### config.mk
export PLATFORM = sky130hd
export DESIGN_NAME = prio_vec_intc
export DESIGN_NICKNAME = d
export VERILOG_FILES = /design/src/rtl/ivc_pkg.sv /design/src/rtl/ivc_src_bank.sv /design/src/rtl/ivc_arbiter.sv /design/src/rtl/ivc_insvc.sv /design/src/rtl/prio_vec_intc.sv
export SDC_FILE = /design/constraint.sdc
export NUM_CORES = 2
export LEC_CHECK = 0
export BUFFER_PORTS_ARGS = -buffer_cell sky130_fd_sc_hd__buf_4
export CAP_MARGIN = 20
export CORE_ASPECT_RATIO = 0.7
export CORE_MARGIN = 3
export CORE_UTILIZATION = 31
export DETAILED_ROUTE_END_ITERATION = 6
export HOLD_SLACK_MARGIN = 0.08
export PLACE_DENSITY = 0.51
export SKIP_LAST_GASP = 1
export SLEW_MARGIN = 20
export SYNTH_ARGS = -nofsm -noshare
export SYNTH_HDL_FRONTEND = slang
export SYNTH_SLANG_ARGS = --single-unit
### constraint.sdc
create_clock -name clk -period 119.3 [get_ports clk]
set_input_delay 17.895 -clock clk [delete_from_list [all_inputs] [get_ports clk]]
set_output_delay 17.895 -clock clk [all_outputs]
set_load 0.005 [all_outputs]
### src/rtl/ivc_pkg.sv
package ivc_pkg;
  parameter int PRIO_W     = 3;
  parameter int NUM_LVL    = 1 << PRIO_W;
  parameter int ADDR_W     = 8;
  parameter int MASK_BASE  = 'h00;
  parameter int CTRL_BASE  = 'h10;
  parameter int INSVC_ADDR = 'hFA;

  // byte address of the control register of source n (halfword stride)
  function automatic logic [ADDR_W-1:0] ctrl_addr(input int n);
    return ADDR_W'(CTRL_BASE + 2 * n);
  endfunction

  // byte address of the mask-bank byte holding source n
  function automatic logic [ADDR_W-1:0] mask_addr(input int n);
    return ADDR_W'(MASK_BASE + (n >> 3));
  endfunction

  // true when a level equal to or more urgent than p is in service
  function automatic logic lvl_blocked(input logic [NUM_LVL-1:0] insvc,
                                       input logic [PRIO_W-1:0] p);
    logic b;
    b = 1'b0;
    for (int l = 0; l < NUM_LVL; l++)
      if (insvc[l] && (l <= int'(p))) b = 1'b1;
    return b;
  endfunction

  // isolate the lowest set bit (most urgent level)
  function automatic logic [NUM_LVL-1:0] lowest_bit(input logic [NUM_LVL-1:0] v);
    return v & (~v + 1'b1);
  endfunction
endpackage

### src/rtl/ivc_src_bank.sv
module ivc_src_bank
  import ivc_pkg::*;
#(
  parameter int NUM_SRC = 64
) (
  input  logic                      clk,
  input  logic                      rst_n,
  input  logic [NUM_SRC-1:0]        evt,
  input  logic [NUM_SRC-1:0]        ctrl_wr,
  input  logic [NUM_SRC-1:0]        mask_wr,
  input  logic [NUM_SRC-1:0]        mask_wbit,
  input  logic [7:0]                wdata,
  input  logic [NUM_SRC-1:0]        ack_clr,
  output logic [NUM_SRC-1:0]        pend,
  output logic [NUM_SRC-1:0]        mask,
  output logic [NUM_SRC*PRIO_W-1:0] prio
);
  for (genvar n = 0; n < NUM_SRC; n++) begin : g_src
    always_ff @(posedge clk) begin
      if (!rst_n) begin
        pend[n] <= 1'b0;
        mask[n] <= 1'b1;
        prio[n*PRIO_W +: PRIO_W] <= '1;
      end else begin
        // an incoming event always wins over a clear
        pend[n] <= evt[n] | (ctrl_wr[n] ? wdata[7] : (pend[n] & ~ack_clr[n]));
        if (ctrl_wr[n]) begin
          mask[n] <= wdata[6];
          prio[n*PRIO_W +: PRIO_W] <= wdata[PRIO_W-1:0];
        end else if (mask_wr[n]) begin
          mask[n] <= mask_wbit[n];
        end
      end
    end


    evt_keeps_pend_chk: assert property (@(posedge clk) disable iff (!rst_n)
      evt[n] |=> pend[n]);
  end
endmodule

### src/rtl/ivc_arbiter.sv
module ivc_arbiter
  import ivc_pkg::*;
#(
  parameter int NUM_SRC = 64,
  localparam int SRC_W = $clog2(NUM_SRC)
) (
  input  logic [NUM_SRC-1:0]        pend,
  input  logic [NUM_SRC-1:0]        mask,
  input  logic [NUM_SRC*PRIO_W-1:0] prio,
  input  logic [NUM_LVL-1:0]        insvc,
  output logic                      req,
  output logic [SRC_W-1:0]          vec,
  output logic [PRIO_W-1:0]         win_lvl
);
  always_comb begin
    req     = 1'b0;
    vec     = '0;
    win_lvl = '1;
    for (int n = 0; n < NUM_SRC; n++) begin
      // strict compare keeps the lowest index on equal priority
      if (pend[n] && !mask[n] && !lvl_blocked(insvc, prio[n*PRIO_W +: PRIO_W]) &&
          (!req || (prio[n*PRIO_W +: PRIO_W] < win_lvl))) begin
        req     = 1'b1;
        vec     = SRC_W'(n);
        win_lvl = prio[n*PRIO_W +: PRIO_W];
      end
    end
  end
endmodule

### src/rtl/ivc_insvc.sv
module ivc_insvc
  import ivc_pkg::*;
(
  input  logic               clk,
  input  logic               rst_n,
  input  logic               ack_fire,
  input  logic [PRIO_W-1:0]  ack_lvl,
  input  logic               eoi,
  output logic [NUM_LVL-1:0] insvc
);
  logic [NUM_LVL-1:0] eoi_clr;
  logic [NUM_LVL-1:0] ack_set;

  assign eoi_clr = eoi ? lowest_bit(insvc) : '0;
  assign ack_set = ack_fire ? (NUM_LVL'(1) << ack_lvl) : '0;

  always_ff @(posedge clk) begin
    if (!rst_n) insvc <= '0;
    else        insvc <= (insvc & ~eoi_clr) | ack_set;
  end


  ack_sets_lvl_chk: assert property (@(posedge clk) disable iff (!rst_n)
    ack_fire |=> insvc[$past(ack_lvl)]);


  eoi_one_bit_chk: assert property (@(posedge clk) disable iff (!rst_n)
    (eoi && !ack_fire && (insvc != '0)) |=>
      ($countones(insvc) == $countones($past(insvc)) - 1));
endmodule

### src/rtl/prio_vec_intc.sv
module prio_vec_intc
  import ivc_pkg::*;
#(
  parameter int NUM_SRC = 64,
  localparam int SRC_W = $clog2(NUM_SRC),
  localparam int MASK_BYTES = NUM_SRC / 8
) (
  input  logic               clk,
  input  logic               rst_n,
  input  logic [ADDR_W-1:0]  bus_addr,
  input  logic               bus_wr,
  input  logic [7:0]         bus_wdata,
  output logic [7:0]         bus_rdata,
  input  logic [NUM_SRC-1:0] irq_evt,
  output logic               cpu_req,
  output logic [SRC_W-1:0]   cpu_vec,
  input  logic               cpu_ack,
  input  logic               cpu_eoi
);
  logic [NUM_SRC-1:0]        ctrl_wr, mask_wr, mask_wbit, ack_clr;
  logic [NUM_SRC-1:0]        pend, mask;
  logic [NUM_SRC*PRIO_W-1:0] prio;
  logic [NUM_LVL-1:0]        insvc;
  logic [PRIO_W-1:0]         win_lvl;
  logic                      ack_fire;

  // per-source write decode for both access paths
  for (genvar n = 0; n < NUM_SRC; n++) begin : g_dec
    assign ctrl_wr[n]   = bus_wr && (bus_addr == ctrl_addr(n));
    assign mask_wr[n]   = bus_wr && (bus_addr == mask_addr(n));
    assign mask_wbit[n] = bus_wdata[n % 8];
  end

  assign ack_fire = cpu_ack && cpu_req;
  assign ack_clr  = ack_fire ? (NUM_SRC'(1) << cpu_vec) : '0;

  ivc_src_bank #(.NUM_SRC(NUM_SRC)) u_bank (
    .clk(clk), .rst_n(rst_n), .evt(irq_evt), .ctrl_wr(ctrl_wr),
    .mask_wr(mask_wr), .mask_wbit(mask_wbit), .wdata(bus_wdata),
    .ack_clr(ack_clr), .pend(pend), .mask(mask), .prio(prio)
  );

  ivc_arbiter #(.NUM_SRC(NUM_SRC)) u_arb (
    .pend(pend), .mask(mask), .prio(prio), .insvc(insvc),
    .req(cpu_req), .vec(cpu_vec), .win_lvl(win_lvl)
  );

  ivc_insvc u_isr (
    .clk(clk), .rst_n(rst_n), .ack_fire(ack_fire), .ack_lvl(win_lvl),
    .eoi(cpu_eoi), .insvc(insvc)
  );

  always_comb begin
    bus_rdata = '0;
    if (bus_addr == ADDR_W'(INSVC_ADDR)) bus_rdata = 8'(insvc);
    for (int k = 0; k < MASK_BYTES; k++)
      if (bus_addr == ADDR_W'(MASK_BASE + k)) bus_rdata = mask[k*8 +: 8];
    for (int n = 0; n < NUM_SRC; n++)
      if (bus_addr == ctrl_addr(n))
        bus_rdata = {pend[n], mask[n], {(6-PRIO_W){1'b0}}, prio[n*PRIO_W +: PRIO_W]};
  end


  grant_eligible_chk: assert property (@(posedge clk) disable iff (!rst_n)
    cpu_req |-> (pend[cpu_vec] && !mask[cpu_vec]));


  grant_unblocked_chk: assert property (@(posedge clk) disable iff (!rst_n)
    cpu_req |-> !lvl_blocked(insvc, prio[cpu_vec*PRIO_W +: PRIO_W]));


  ack_clears_pend_chk: assert property (@(posedge clk) disable iff (!rst_n)
    (ack_fire && !irq_evt[cpu_vec] && !ctrl_wr[cpu_vec]) |=> !pend[$past(cpu_vec)]);
endmodule

==> results.yml <==
hold_path:
  min_to: "u_bank.pend[36]$_SDFF_PN0_"
  min-delay-start: "u_bank.pend[36]$_SDFF_PN0_"
  holdCritPathClass: "reg2reg"
  hold_path_depth: 2
critical_path:
  cp.arrival_ns: 88.86
  endpoint_kind: "primary output"
  cpMaxStageDelayCell: "dfxtp_4"
  crit_path_start: "u_isr.insvc[5]$_SDFF_PN0_"
  ff2ff_setup_slack_ns: 30.24
  path_common_cell: "ha_1"
  r2r-end: "u_bank.pend[29]$_SDFF_PN0_"
  worstPathRequired_ns: 101.41
  r2r_cells: 427
  crit_type: "reg2out"
  slowest_delay_ns: 0.77
  worstPathMaxFanout: 35
  r2r_start: "u_isr.insvc[5]$_SDFF_PN0_"
  crit_path_start_kind: "flip-flop"
detailed_routing:
  drc: 1
  routedWlPerCell_um: 29.2
  postRouteAntennaNets: 0
  drt-total-wl_um: 174000
  first_pass_iters: 7
  avgViaCountPerCell: 6.49
  num_vias: 38500
  drtIter0Drc: 6364
run_status:
  status: "finished, violations left"
  violations: "design-rule violations"
yosys:
  synth_seq_cells: 328
  synth_ff_type: "dfxtp_1"
  syn_area_mm2: 0.0328
  syn-num-nets: 4762
  synth_cell_type_count: 172
  yosysSeqAreaShare_pct: 20.0
  synthArstFlopShare_pct: 0
  synth_area_leaders: "dfxtp_1 20%, nand2_1 8.3%, nand3_1 8.0%"
  synth_warnings: 0
  syn_inst: 4612
  synth_top_cell_by_area: "dfxtp_1"
  yosysTopAreaCellShare_pct: 20.0
  synth_edf_count: 0
  avgSynthCellArea_um2: 7.12
cts:
  post_cts_buffers: 0
  cts_resized: 0
  clockBufferDepth: 3
  cts_tree: "done"
  cts_buffers: 36
  cts_hold_buf: 0
  insertion_delay_ns: 0.59
  cts.sinks: 328
  cts_root_buffer: "clkbuf_16"
  clkSlewWorstSetupHoldPaths_ns: 0.07
  htree_levels: 2
cells_and_area:
  drive_gt1_share_pct: 13.9
  fin_area_mm2: 0.0350
  nNetsFinal: 4651
  syn_to_final_growth_pct: 6.57
  final_cell_mix: "723 x nand2_1, 524 x nand3_1, 416 x nor2_1"
  layout_commonest_cell: "nand2_1"
  fin_cells: 5938
die:
  initial_core_util_pct: 31.4
  die_area_mm2: 0.110
  core_mm2: 0.105
  ios: 100
  die_y_um: 278
  die_w_um: 395
  rows: 99
place:
  dp_cells: 5876
  globalplace.congestion: 1.05
  dpl-instance-area_mm2: 0.0338
  io_buffers: 99
  hpwl_um: 133000
global_route:
  overflow: 0
  grt_pass1_wl_um: 247000
  grt_antenna_before_repair: 7
  grt_start_max_net_pins: 169
  grt_pass1_vias: 32900
  track_usage_pct: 29.8
timing:
  final_hold_viol_count: 0
  fmax_ghz: 0.00937
  worstMarginPinSlew_ns: 1.19
  finalSetupTns_ns: 0
  rsz0062_at_grt: "no"
  fin_skew_ns: 0.0260
  setup_viol: 0
  fin_crit_sh_pct: 89.5
  period_needed_ns: 106.76
  slew_headroom_pct: 20.6
  drv_slew: 0
pwr:
  leakage_nw: 14.9
  peakVddDrop_mv: 0.00686
  power.density_mw_per_mm2: 7.63
job:
  maxCapViolations: 0
[flip-flops by register name, summed over array words and instances (netlist names)]
| register | flops |
|---|---|
| u_bank.pend | 64 |
| u_isr.insvc | 8 |
| u_bank.mask | 64 |
| u_bank.prio | 192 |
[synth_stat cells (all sizes together), types with 34 or more instances]
master  count
nand2     724
nand3     532
nor2      432
dfxtp     328
a21oi     274
o21ai     265
clkbuf    229
inv       161
a31oi     101
a21o       99
o211ai     89
a221oi     81
nand4      81
a21boi     69
nor3       69
buf        68
ha         65
a22o       63
mux2i      57
and2       53
a211oi     52
a22oi      52
mux2       46
nand2b     35
or2b       34
[worst max-delay path, delay by kind of cell, from the launching register on]
family | cells | cell delay [ns]
fa+ha+maj | 61 | 16.25
flops | 1 | 0.77
simple gates | 122 | 19.88
mux | 30 | 9.07
compound gates | 178 | 38.72
buf+inv | 35 | 3.42
[area by class of cell]
cell class,count,area (um^2)
Fill cell,11300,69700
Tap cell,1414,1770
Antenna cell,3,7.51
Multi-Input combinational cell,3813,23600
Clock inverter,6,134
Sequential cell,328,6580
Inverter,163,612
Timing Repair Buffer,159,1240
Clock buffer,52,1030
[through the flow]
stage | worst slack, ns | utilization (%) | power [mW] | hold slack [ns]
2_1_floorplan | 25.33 | - | 0.134 | 0.456
3_3_place_gp | 16.98 | 32.3 | 0.147 | 0.480
3_5_place_dp | 14.84 | 32.3 | 0.147 | 0.486
4_1_cts | 13.84 | 33.4 | 0.265 | 0.496
5_1_grt | 5.28 | 33.4 | 0.271 | 0.512
6_report | 12.54 | 33.4 | 0.267 | 0.502
[worst max-delay path by stage]
| stage | endpoint | slack [ns] |
|---|---|---|
| after floorplan | cpu_vec[2] | 25.33 |
| after CTS | cpu_vec[0] | 13.84 |
| after global placement | cpu_vec[0] | 16.98 |
| after global routing | cpu_vec[0] | 5.28 |
| after detailed placement | cpu_vec[0] | 14.84 |
| final | cpu_vec[0] | 12.54 |
[where the power goes]
part	internal, mW	switching (mW)
Sequential	0.111	0.00415
Clock	0.0685	0.0520
Combinational	0.0101	0.0209
[per-layer routing]
metal / vias up / track usage (%) / routed length (um)
li1: 17000 / - / -
met1: 18600 / 45.2 / 77100
met2: 2644 / 38.6 / 64500
met3: 313 / 8.93 / 25100
met4: 4 / 10.9 / 6990
met5: - / 0 / 28
[cell families after synthesis]
family,count (synthesis),synth area share (%)
AND/OR/NAND/NOR,2150,31.6
AO/OA/AOI/OAI,1475,33.8
buffers and inverters,471,8.06
flip-flops,328,20.0
multiplexers,103,3.47
adder cells (fa/ha/maj),85,3.09
No activity file was read; power rests on OpenSTA's default activity.
